[src/rtl/phyled_pkg.sv]
package phyled_pkg;

  typedef struct packed {
    logic       link_up;
    logic [1:0] speed;   // 0:10 1:100 2:1000 3:none
    logic       pdown;
    logic       eee;
    logic       aneg;
  } phy_status_t;

  // Does a 4-bit condition code match the present PHY status?
  function automatic logic cond_hit(input logic [3:0] code, input phy_status_t st);
    logic r;
    r = 1'b0;
    if (code >= 4'd1 && code <= 4'd7)
      r = st.link_up && (st.speed != 2'd3) && code[st.speed];
    else if (code == 4'd8)  r = st.pdown;
    else if (code == 4'd9)  r = st.eee;
    else if (code == 4'd10) r = st.aneg;
    return r;
  endfunction

  // Rate code 0..3 picks 2/4/8/16 Hz out of the shared phase counter.
  function automatic logic rate_wave(input logic [1:0] rate, input logic [3:0] phase);
    return phase[2'd3 - rate];
  endfunction

endpackage

[src/rtl/phyled_timebase.sv]
module phyled_timebase #(
  parameter int TICK_CYCLES = 3125000
) (
  input  logic       clk,
  input  logic       rst_n,
  output logic [3:0] phase
);
  localparam int CW = $clog2(TICK_CYCLES + 1);

  logic [CW-1:0] div_q;
  logic          tick;

  assign tick = (div_q == CW'(TICK_CYCLES - 1));

  always_ff @(posedge clk or negedge rst_n) begin
    if (!rst_n) begin
      div_q <= '0;
      phase <= '0;
    end else if (tick) begin
      div_q <= '0;
      phase <= phase + 4'd1;
    end else begin
      div_q <= div_q + CW'(1);
    end
  end

  assert_phase_step_R4: assert property (@(posedge clk) disable iff (!rst_n)
    tick |=> phase == $past(phase) + 4'd1);
  assert_phase_hold_R11: assert property (@(posedge clk) disable iff (!rst_n)
    !tick |=> $stable(phase));
endmodule

[src/rtl/phyled_stretch.sv]
module phyled_stretch #(
  parameter int STRETCH_CYCLES = 3000000
) (
  input  logic clk,
  input  logic rst_n,
  input  logic strobe,
  output logic active
);
  localparam int SW = $clog2(STRETCH_CYCLES + 1);

  logic [SW-1:0] left_q;

  always_ff @(posedge clk or negedge rst_n) begin
    if (!rst_n)              left_q <= '0;
    else if (strobe)         left_q <= SW'(STRETCH_CYCLES);
    else if (left_q != '0)   left_q <= left_q - SW'(1);
  end

  assign active = (left_q != '0);

  assert_stretch_load_R8: assert property (@(posedge clk) disable iff (!rst_n)
    strobe |=> active && left_q == SW'(STRETCH_CYCLES));
  assert_stretch_bound_R8: assert property (@(posedge clk) disable iff (!rst_n)
    left_q <= SW'(STRETCH_CYCLES));
endmodule

[src/rtl/phyled_channel.sv]
module phyled_channel
  import phyled_pkg::*;
(
  input  logic        [7:0] cond_word,
  input  logic        [7:0] slow_word,
  input  logic        [1:0] fast_rate,
  input  logic        [1:0] slow_rate,
  input  logic        [3:0] phase,
  input  phy_status_t       st,
  input  logic        [2:0] act,
  input  logic              hw_en,
  input  logic              direct,
  input  logic              invert,
  output logic              led
);
  logic on_hit, fast_hit, slow_hit, pulse_hit, base, hw_val, chosen;

  always_comb begin
    on_hit    = cond_hit(cond_word[7:4], st);
    fast_hit  = cond_hit(cond_word[3:0], st);
    slow_hit  = cond_hit(slow_word[7:4], st);
    pulse_hit = |(slow_word[3:0] & {1'b0, act});
    if (fast_hit)      base = rate_wave(fast_rate, phase);
    else if (slow_hit) base = rate_wave(slow_rate, phase);
    else               base = on_hit;
    hw_val = base ^ pulse_hit;
    chosen = hw_en ? hw_val : direct;
    led    = chosen ^ invert;
  end
endmodule

[src/rtl/phyled_top.sv]
module phyled_top
  import phyled_pkg::*;
#(
  parameter int NUM_LEDS       = 4,
  parameter int ADDR_W         = 4,
  parameter int CLK_HZ         = 100000000,
  parameter int TICK_CYCLES    = CLK_HZ / 32,
  parameter int STRETCH_CYCLES = (CLK_HZ / 1000) * 30
) (
  input  logic                clk,
  input  logic                rst_n,
  input  logic                wr_en,
  input  logic [ADDR_W-1:0]   addr,
  input  logic [15:0]         wdata,
  output logic [15:0]         rdata,
  input  logic                link_up,
  input  logic [1:0]          link_speed,
  input  logic                pdown,
  input  logic                eee_active,
  input  logic                aneg_busy,
  input  logic                tx_strobe,
  input  logic                rx_strobe,
  input  logic                col_strobe,
  output logic [NUM_LEDS-1:0] led_o
);
  localparam int NCFG  = 2 * NUM_LEDS;
  localparam int IDX_W = $clog2(NCFG);
  localparam logic [ADDR_W-1:0] BLINK_ADDR = ADDR_W'(NCFG);
  localparam logic [ADDR_W-1:0] MODE_ADDR  = ADDR_W'(NCFG + 1);
  localparam logic [15:0] LED_M     = 16'((1 << NUM_LEDS) - 1);
  localparam logic [15:0] MODE_MASK = (LED_M << 12) | (LED_M << 8) | LED_M;
  localparam logic [15:0] MODE_RST  = LED_M << 8;

  logic [7:0]  cfg_q [NCFG];
  logic [3:0]  blink_q;   // [3:2] fast rate, [1:0] slow rate
  logic [15:0] mode_q;
  logic [3:0]  phase;
  logic [2:0]  act;
  phy_status_t st;

  always_ff @(posedge clk or negedge rst_n) begin
    if (!rst_n) begin
      for (int k = 0; k < NCFG; k++) cfg_q[k] <= '0;
      blink_q <= '0;
      mode_q  <= MODE_RST;
    end else if (wr_en) begin
      if (addr < ADDR_W'(NCFG))  cfg_q[addr[IDX_W-1:0]] <= wdata[7:0];
      else if (addr == BLINK_ADDR) blink_q <= wdata[7:4];
      else if (addr == MODE_ADDR)  mode_q  <= wdata & MODE_MASK;
    end
  end

  always_comb begin
    rdata = '0;
    if (addr < ADDR_W'(NCFG))    rdata = {8'h00, cfg_q[addr[IDX_W-1:0]]};
    else if (addr == BLINK_ADDR) rdata = {8'h00, blink_q, 4'h0};
    else if (addr == MODE_ADDR)  rdata = mode_q;
  end

  assign st = '{link_up: link_up, speed: link_speed, pdown: pdown,
                eee: eee_active, aneg: aneg_busy};

  phyled_timebase #(.TICK_CYCLES(TICK_CYCLES)) u_tb (
    .clk(clk), .rst_n(rst_n), .phase(phase));

  logic [2:0] strobes;
  assign strobes = {col_strobe, rx_strobe, tx_strobe};

  for (genvar s = 0; s < 3; s++) begin : g_str
    phyled_stretch #(.STRETCH_CYCLES(STRETCH_CYCLES)) u_str (
      .clk(clk), .rst_n(rst_n), .strobe(strobes[s]), .active(act[s]));
  end

  for (genvar i = 0; i < NUM_LEDS; i++) begin : g_led
    phyled_channel u_ch (
      .cond_word(cfg_q[2*i]),
      .slow_word(cfg_q[2*i+1]),
      .fast_rate(blink_q[3:2]),
      .slow_rate(blink_q[1:0]),
      .phase(phase),
      .st(st),
      .act(act),
      .hw_en(mode_q[8+i]),
      .direct(mode_q[i]),
      .invert(mode_q[12+i]),
      .led(led_o[i]));

    assert_direct_drive_R9: assert property (@(posedge clk) disable iff (!rst_n)
      !mode_q[8+i] |-> led_o[i] == (mode_q[i] ^ mode_q[12+i]));
  end

  assert_mode_write_R2: assert property (@(posedge clk) disable iff (!rst_n)
    (wr_en && addr == MODE_ADDR) |=> mode_q == ($past(wdata) & MODE_MASK));
  assert_mode_reserved_R2: assert property (@(posedge clk) disable iff (!rst_n)
    mode_q[7:4] == 4'h0);
endmodule

[config.mk]
export PLATFORM = sky130hd
export DESIGN_NAME = phyled_top
export DESIGN_NICKNAME = d
export VERILOG_FILES = /design/src/rtl/phyled_pkg.sv /design/src/rtl/phyled_timebase.sv /design/src/rtl/phyled_stretch.sv /design/src/rtl/phyled_channel.sv /design/src/rtl/phyled_top.sv
export SDC_FILE = /design/constraint.sdc
export NUM_CORES = 1
export LEC_CHECK = 0
export BUFFER_PORTS_ARGS = -buffer_cell sky130_fd_sc_hd__clkbuf_2
export CAP_MARGIN = 20
export CORE_MARGIN = 2
export CORE_UTILIZATION = 55
export CTS_CLUSTER_DIAMETER = 150
export DETAILED_ROUTE_END_ITERATION = 12
export GPL_TIMING_DRIVEN = 0
export PLACE_DENSITY = 0.87
export RECOVER_POWER = 50
export SLEW_MARGIN = 20
export SYNTH_ARGS = -nofsm -noshare
export SYNTH_HDL_FRONTEND = slang
export SYNTH_SLANG_ARGS = --single-unit
export TNS_END_PERCENT = 100
[constraint.sdc]
create_clock -name clk -period 2.6 [get_ports clk]
set_clock_uncertainty 0.05 [all_clocks]
set_input_delay 0.13 -clock clk [delete_from_list [all_inputs] [get_ports clk]]
set_output_delay 0.13 -clock clk [all_outputs]
set_load 0.02 [all_outputs]
Yosys cells after proc, flatten, opt, wreduce, memory -nomap -nowiden
Index checks and enable logic that the tools add are counted.

Bits in registers: 172. Input port bits: 32. Output and inout bits: 20. Logic and storage cells: 250.

Add/sub/neg operators: 7. Magnitude comparators: 30. Equal/unequal tests: 40. Muxes and demuxes: 104. Bitwise gates (word level): 15. Reductions and logical operators: 39.

Operators by type and width (count): 22-bit two-way mux (7); 4-bit equality test, second input constant (38); 1-bit two-way mux (74); 22-bit nonzero test (3); 22-bit by 1-bit subtractor with 22-bit output, second input constant (3); 64-bit bitwise mux (1); 4-bit by 1-bit >= comparator with 1-bit output, second input constant (12); 4-bit by 3-bit less-or-equal comparator with 1-bit output, second input constant (12); 16-bit two-way mux (3); 1-bit binary-select mux with 2-bit select (14); 1-bit logical AND (26); 8-bit binary-select mux with 3-bit select (1); 8-bit demux with 3-bit select (1); 8-bit two-way mux (3); 22-bit by 1-bit adder with 22-bit output, second input constant (1); 22-bit equality test, second input constant (1); 4-bit by 3-bit bitwise AND with 4-bit output (4); 4-bit OR reduction (4); 2-bit by 3-bit less-than comparator with 1-bit output, second input constant (3); 1-bit bitwise XOR (8); 2-bit nonzero test (3); 4-bit by 1-bit adder with 4-bit output, second input constant (1); 4-bit >= comparator, second input constant (1); 4-bit by 1-bit less-than comparator with 1-bit output, second input constant (1); other kinds (8) (10).

Logic depth before layout (Yosys ltp)
Gate-level depths: netlist of the first run.

Depth in word-level cells: 10. Mapped depth: 12. Mapped depth without buffers: 10.

Cells and area by module
From an unflattened synthesis of the first run, not the netlist that was laid out.

Cell total of the unflattened synthesis: 944. Area, all modules: 10000.8 µm².

By module, submodules not included: phyled_top (times used 1, cells an instance 271, area each 3704.8 µm², sequential area each 2006.9 µm²); phyled_stretch at g_str[1].u_str ... (times used 2, cells an instance 125, area each 1209.9 µm², sequential area each 550.5 µm²); phyled_stretch at g_str[0].u_str (times used 1, cells an instance 135, area each 1310.0 µm², sequential area each 550.5 µm²); phyled_channel (times used 4, cells an instance 41, area each 322.8 µm², sequential area each 0.0 µm²); phyled_timebase (times used 1, cells an instance 124, area each 1275.0 µm², sequential area each 650.6 µm²).

Least setup slack after synthesis of the first run
Ideal clock, no wire load.

Path type: register to output. Start: register g_str[1].u_str.left_q[19]. End: output port led_o[1]. Data arrival time: 2.579 ns. Required time: 2.420 ns. Path slack: -0.159 ns. Cell stages (with the launch flop): 11. Buffers on the path: 2. Cell sequence: dfrtp_1 -> or4_1 -> or3_4 -> or3_1 -> buf_2 -> a22o_1 -> a21oi_2 -> xnor2_1 -> a21oi_1 -> xor2_1 -> buf_4.

Cells in the longest elaborated chain, start to end: 6.

Ends and longest elaborated chain: from (decl) (line phyled_stretch.sv:11) `logic [SW-1:0] left_q;`; from (signal assigned) (line phyled_stretch.sv:15) `else if (strobe) left_q <= SW'(STRETCH_CYCLES);`; from (signal assigned) (line phyled_stretch.sv:16) `else if (left_q != '0) left_q <= left_q - SW'(1);`; 22-bit nonzero test (line phyled_stretch.sv:19) `assign active = (left_q != '0);`; 4-bit by 3-bit bitwise AND with 4-bit output (line phyled_channel.sv:22) `pulse_hit = |(slow_word[3:0] & {1'b0, act});`; 4-bit OR reduction (line phyled_channel.sv:22); 1-bit bitwise XOR (line phyled_channel.sv:26) `hw_val = base ^ pulse_hit;`; 1-bit two-way mux (line phyled_channel.sv:27) `chosen = hw_en ? hw_val : direct;`; 1-bit bitwise XOR (line phyled_channel.sv:28) `led = chosen ^ invert;`; to (decl) (line phyled_top.sv:24) `output logic [NUM_LEDS-1:0] led_o`.

No other way between the ends.

Worst setup path in the final report of the first run
Start: register g_str[2].u_str.left_q[16]. End: output port led_o[1].

Cells in the longest elaborated chain, start to end: 6.

Ends and longest elaborated chain (line): from (decl) (phyled_stretch.sv:11); from (signal assigned) (phyled_stretch.sv:15); from (signal assigned) (phyled_stretch.sv:16); 22-bit nonzero test (phyled_stretch.sv:19); 4-bit by 3-bit bitwise AND with 4-bit output (phyled_channel.sv:22); 4-bit OR reduction (phyled_channel.sv:22); 1-bit bitwise XOR (phyled_channel.sv:26); 1-bit two-way mux (phyled_channel.sv:27); 1-bit bitwise XOR (phyled_channel.sv:28).

No other way between the ends.

==> results_dict.tcl, run 1 <==
set metrics [dict create \
    multi_input_area_um2 4870 \
    fmax_mhz 297 \
    dieWidth_um 133 \
    crit_fanout 10 \
    ir_drop_uv 505 \
    crit_path_start_kind "flip-flop" \
    die_y_um 133 \
    rsz0062_at_grt "yes" \
    grt_pass1_vias 7267 \
    synth_top_area_cell "dfrtp_1" \
    tritoncts "done" \
    ys_top_cells_by_area "dfrtp_1 46%, mux2_2 9.9%, xnor2_1 3.9%" \
    critPathMaxStageDelay_ns 0.51 \
    p_per_area_nw_per_um2 727 \
    slew_violations 80 \
    dp_hpwl_mm 14.9 \
    core_um2 16500 \
    grt_antenna_before_repair 0 \
    cp_data_arrival_time_ns 3.19 \
    drcViolationCount 0 \
    synth_seq_cells 172 \
    grt-ovfl-total 0 \
    hold_end "cfg_q[27]$_DFFE_PN0P_" \
    wl_per_cell_um 19.3 \
    tns_ns -3.95 \
    violations "capacitance limit, slew limit, setup timing" \
    fin_area_um2 10900 \
    p_leak_uw 0.00443 \
    cp.required_ns 2.42 \
    fill_cells 1126 \
    firstDrtPassIters 5 \
    ys.flop_type "dfrtp_1" \
    status "complete, but fails checks" \
    yosysSeqAreaShare 0.468 \
    cp-end-kind "primary output" \
    worst_pin_slew_ns 2.00 \
    synthToLayoutAreaGrowth_pct 18.1 \
    critPathKind "reg -> out" \
    seq_area_um2 4310 \
    startpoint "g_str[2].u_str.left_q[16]$_DFFE_PN0P_" \
    place_congestion 0.936 \
    netlist_area_um2 9220 \
    reg2reg_depth 7 \
    grt_max_degree 94 \
    ant_nets 0 \
    min_period_ns 3.37 \
    ios 52 \
    holdCritPathClass "in -> reg" \
    drt_iter0_markers 701 \
    synth_cells 876 \
    n_antenna_cell 0 \
    timing.rr.start "g_str[2].u_str.left_q[9]$_DFFE_PN0P_" \
    io_buffer_count 47 \
    r2r_end "g_str[2].u_str.left_q[21]$_DFFE_PN0P_" \
    timing.final.crit_share 1.30 \
    async_reset_ff_frac 1.00 \
    synth_warnings 0 \
    vias 7443 \
    wl_mm 23.1 \
    drive_gt1_frac 0.248 \
    postPlaceCellArea_um2 9790 \
    relSlewSlack -0.331 \
    insertion_delay_ns 0.44 \
    vias_per_cell 6.20 \
    htreeDepth 4 \
    start_util 0.560 \
    worst_slack_ns -0.770 \
    synth_area_per_cell_um2 10.5 \
    cap_violations 1 \
    synth_edf_count 0 \
    cts_buffers 17 \
    slowest_stage "dfrtp_1" \
    cts_sinks 172 \
    hp-start "wdata[3]" \
    die_area_um2 17800 \
    hold_viol_final 0 \
    cp_common_cell "a21oi_2" \
    cts-root-buf "clkbuf_16" \
    grt_first_pass_wirelength_mm 36.9 \
    path_cells "nor4_4, and4_4, nand3_2, clkbuf_8, a22o_1, a21oi_2, xnor2_2, a21oi_2, xor2_1, buf_4, buf_8" \
    clk_pin_slew_worst_paths_ns 0.07 \
    final-setup-viol-count 10 \
    num-nets-final 1004 \
    synth_cell_type_count 67 \
    num_rows 47 \
    reg2reg_setup_slack_ns -0.27 \
    clock_path_buffers 2 \
    holdPathStages 2 \
    synth_top_area_share 0.456 \
    grt_use_total 0.262 \
    synth_nets 913 \
]
==> cells by family (layout without fill, tap and decap cells) <==
logic type                 after synthesis  count (layout)  share of synthesized area
buffers and inverters                   59             163                     0.0265
xor gates and xnor gates                69              69                     0.0656
muxes                                  113             113                      0.147
and+or+nand+nor                        329             329                      0.194
DFF                                    172             172                      0.468
adders and majority gates                5               5                    0.00679
AOI/OAI and AO/OA                      129             129                     0.0922
==> cell usage after synthesis, types with 4 or more instances <==
cell,n
dfstp_2,4
mux2i_1,22
o31ai_1,4
nand3b_1,18
mux2_2,81
nor4_1,11
nand4_1,9
and3_1,4
a21oi_1,30
nand2b_1,25
a22o_1,6
nand2_1,57
dfrtp_1,168
a221oi_1,4
nor3b_1,6
ha_1,5
inv_1,24
or3_1,11
clkbuf_1,24
nor4b_1,5
xor2_1,28
buf_1,5
o21ai_0,38
and2_1,10
buf_4,4
a2111oi_0,7
nor3_1,27
a32oi_1,4
nor2_1,79
nand3_1,20
and4_1,4
or4_1,4
mux4_2,10
xnor2_1,41
nor2b_1,22
==> per-stage QoR <==
step / total power [uW] / hold slack, ns / setup WS, ns / cells / utilization
floorplan: 4430 / -0.216 / -0.126 / 876 / -
global placement: 4830 / 0.309 / -1.68 / 1143 / 0.592
detailed placement: 4920 / 0.147 / -0.679 / 1144 / 0.594
CTS: 7810 / 0.0343 / -0.802 / 1192 / 0.652
global route: 8220 / 0.0659 / -0.843 / 1200 / 0.661
finish: 7920 / 0.0513 / -0.770 / 1200 / 0.661
==> power by group <==
| part | leakage (uW) | switching [uW] | internal, uW |
|---|---|---|---|
| clock network | 0.000317 | 1080 | 1780 |
| registers | 0.00207 | 416 | 3040 |
| logic | 0.00204 | 784 | 822 |
| total | 0.00443 | 2280 | 5640 |
==> state kept, by name, summed over array words and instances, names as in the netlist <==
name / count
blink_q: 4
cfg_q: 64
g_str.u_str.left_q: 66
mode_q: 12
u_tb.div_q: 22
u_tb.phase: 4
==> final cells by class <==
class	count	area share
Buffer	29	0.0121
Multi-Input combinational cell	645	0.447
Clock buffer	22	0.0436
Inverter	24	0.00828
Tap cell	220	0.0253
Timing Repair Buffer	78	0.0502
Clock inverter	10	0.0172
Sequential cell	172	0.396
==> layer usage <==
layer  share of wire  track usage
met5               0            0
met4           0.034        0.114
met3           0.076       0.0689
met2            0.47        0.412
met1            0.42        0.346
==> timing repair <==
action | 4_1_cts | 5_1_grt
endpoints found under the setup margin | 24 | 23
setup buffers | 9 | 9
endpoints found under the hold margin | 93 | 0
gates cloned | 0 | 0
resized for setup | 26 | 26
pin swaps | 12 | 19
hold buffers | 12 | 0
==> critical path: cells and delay by family (launching register included) <==
family	cells	cell delay, ns
compound gates	3	0.56
flops	1	0.51
buf+inv	3	0.49
xor+xnor	2	0.27
simple gates	3	0.91
==> cell usage in the layout, fill, tap and decap left out, types with 7 or more instances in the layout <==
master	n
mux2_2	81
dlygate4sd3_1	13
dfrtp_1	165
and2_1	10
a21oi_1	27
nor4_1	8
a2111oi_0	7
o21ai_0	38
nand3_1	18
xor2_1	28
buf_4	18
nand2_1	56
clkbuf_1	25
clkbuf_16	17
xnor2_1	39
nand4_1	9
mux4_2	10
nor2_1	77
inv_1	24
nand2b_1	25
nand3b_1	18
nor2b_1	22
mux2i_1	22
nor3_1	21
or3_1	9
clkbuf_2	44
==> worst max-delay path by stage <==
| stage | endpoint | depth (start not counted) |
|---|---|---|
| global route | led_o[1] | 10 |
| floorplan | led_o[1] | 10 |
| detailed placement | led_o[3] | 11 |
| global placement | g_str[0].u_str.left_q[17]$_DFFE_PN0P_ | 1 |
| finish | led_o[1] | 11 |
| CTS | led_o[3] | 9 |
Note: power is estimated with default switching activity, not from simulation.
==> run 2: changes to the inputs <==
==> constraint.sdc (replaced) <==
create_clock -name clk -period 2.6 [get_ports clk]
set_clock_uncertainty 0.05 [all_clocks]
set_input_delay 0.39 -clock clk [delete_from_list [all_inputs] [get_ports clk]]
set_output_delay 0.39 -clock clk [all_outputs]
set_load 0.02 [all_outputs]
==> results_dict.tcl, run 2 (synthesized netlist as in run 1, its figures left out) <==
set metrics [dict create \
    fill_cells 1158 \
    hold_slack_ns 0.129 \
    final_cell_count_no_fill 1188 \
    p_leak_uw 0.00439 \
    grt_antenna_before_repair 0 \
    grt-ovfl-total 0 \
    drt_iter0_markers 724 \
    cp-end-kind "primary output" \
    cp.required_ns 2.16 \
    vias 7412 \
    grt_first_pass_wirelength_mm 36.6 \
    slew_violations 91 \
    insertion_delay_ns 0.44 \
    cp_data_arrival_time_ns 3.16 \
    clock_path_buffers 2 \
    tns_ns -4.47 \
    synthToLayoutAreaGrowth_pct 17.0 \
    hold_end "mode_q[12]$_DFFE_PN0P_" \
    wl_per_cell_um 19.3 \
    dp_cells 1144 \
    vias_per_cell 6.24 \
    grt_use_total 0.260 \
    num_rows 47 \
    timing.rr.start "g_str[2].u_str.left_q[8]$_DFFE_PN0P_" \
    ir_drop_uv 524 \
    min_period_ns 3.60 \
    drcViolationCount 0 \
    dp_slack_ns -0.939 \
    start_util 0.560 \
    htreeDepth 4 \
    relSlewSlack -0.211 \
    worst_slack_ns -0.997 \
    worst_pin_slew_ns 1.82 \
    crit_path_start_kind "flip-flop" \
    r2r_end "g_str[2].u_str.left_q[21]$_DFFE_PN0P_" \
    core_um2 16500 \
    dieWidth_um 133 \
    reg2reg_setup_slack_ns -0.27 \
    firstDrtPassIters 9 \
    ios 52 \
    violations "capacitance limit, slew limit, setup timing" \
    timing.final.crit_share 1.38 \
    rsz0062_at_grt "yes" \
    grt_pass1_vias 7258 \
    n_antenna_cell 0 \
    largest-register "g_str.u_str.left_q" \
    cts-root-buf "clkbuf_16" \
    reg2reg_depth 7 \
    ant_nets 0 \
    largest_registers "g_str.u_str.left_q: 66 flops, cfg_q: 64 flops, u_tb.div_q: 22 flops" \
    fmax_mhz 278 \
    dp_hpwl_mm 14.9 \
    layout_common_cells "165 x dfrtp_1, 81 x mux2_2, 77 x nor2_1, 56 x nand2_1, 41 x clkbuf_2" \
    hp-start "wdata[12]" \
    grt_max_degree 94 \
    io_buffer_count 47 \
    p_total_uw 7910 \
    place_congestion 0.936 \
    holdCritPathClass "in -> reg" \
    die_area_um2 17800 \
    mostFrequentLayoutCell "dfrtp_1" \
    p_per_area_nw_per_um2 733 \
    clk_pin_slew_worst_paths_ns 0.07 \
    cap_violations 2 \
    critPathKind "reg -> out" \
    die_y_um 133 \
    largest_register_ffs 66 \
    crit_fanout 10 \
    holdPathStages 2 \
    drive_gt1_frac 0.254 \
    num-nets-final 992 \
    final-setup-viol-count 8 \
    tritoncts "done" \
    hold_viol_final 0 \
    cts_buffers 17 \
    status "complete, but fails checks" \
    wl_mm 22.9 \
    cts_sinks 172 \
]
## run 2: layout make-up
type                            count  area, um^2  area share
Tap cell                          220         275      0.0255
Clock inverter                     10         188      0.0174
Sequential cell                   172        4310       0.400
Timing Repair Buffer               67         435      0.0404
Buffer                             28         138      0.0128
Inverter                           24        90.1     0.00835
Multi-Input combinational cell    645        4870       0.452
Clock buffer                       22         474      0.0440
## run 2: metrics by stage
| stage | utilization | cell area (um^2) |
|---|---|---|
| floorplan | - | 9230 |
| global placement | 0.592 | 9740 |
| detailed placement | 0.594 | 9790 |
| CTS | 0.646 | 10600 |
| global route | 0.655 | 10800 |
| finish | 0.655 | 10800 |
## run 2: how the worst max path moves through the flow
| stage | startpoint | slack [ns] | cells past startpoint | endpoint |
|---|---|---|---|---|
| after floorplan | g_str[1].u_str.left_q[18]$_DFFE_PN0P_ | -0.39 | 10 | led_o[1] |
| after global placement | rst_n | -1.94 | 1 | g_str[0].u_str.left_q[17]$_DFFE_PN0P_ |
| after detailed placement | g_str[2].u_str.left_q[17]$_DFFE_PN0P_ | -0.94 | 11 | led_o[3] |
| after CTS | g_str[1].u_str.left_q[18]$_DFFE_PN0P_ | -1.06 | 9 | led_o[3] |
| after global routing | g_str[2].u_str.left_q[16]$_DFFE_PN0P_ | -1.11 | 11 | led_o[1] |
| final | g_str[2].u_str.left_q[16]$_DFFE_PN0P_ | -1.0 | 10 | led_o[3] |
## run 2: metal layers
metal  routed length (um)  vias to the layer above  GRT usage
met5                    0                        -          0
met4                  763                        0      0.113
met3                 1700                       70     0.0715
met2                10900                      318      0.407
met1                 9500                     3716      0.343
li1                     -                     3308          -
## run 2: critical path: stages (launching register included)
cell and delay [ns]:
dfrtp_1 0.50, nor4_4 0.41, and4_4 0.32, nand3_2 0.18, clkbuf_8 0.25, a22o_1 0.25
a21oi_2 0.17, xnor2_2 0.10, a21oi_2 0.15, xor2_1 0.20, clkbuf_8 0.18
## run 2: power by group
group	total (uW)	switching (uW)	internal, uW
Clock	2860	1080	1780
Combinational	1590	778	812
Sequential	3450	416	3040
Total	7910	2270	5630
## run 2: timing repair
item / 4_1_cts / 5_1_grt
setup endpoints to repair: 30 / 24
endpoints found under the hold margin: 79 / 0
resized for setup: 34 / 26
hold buffers: 1 / 0
pin swaps: 12 / 19
buffers inserted: 9 / 9
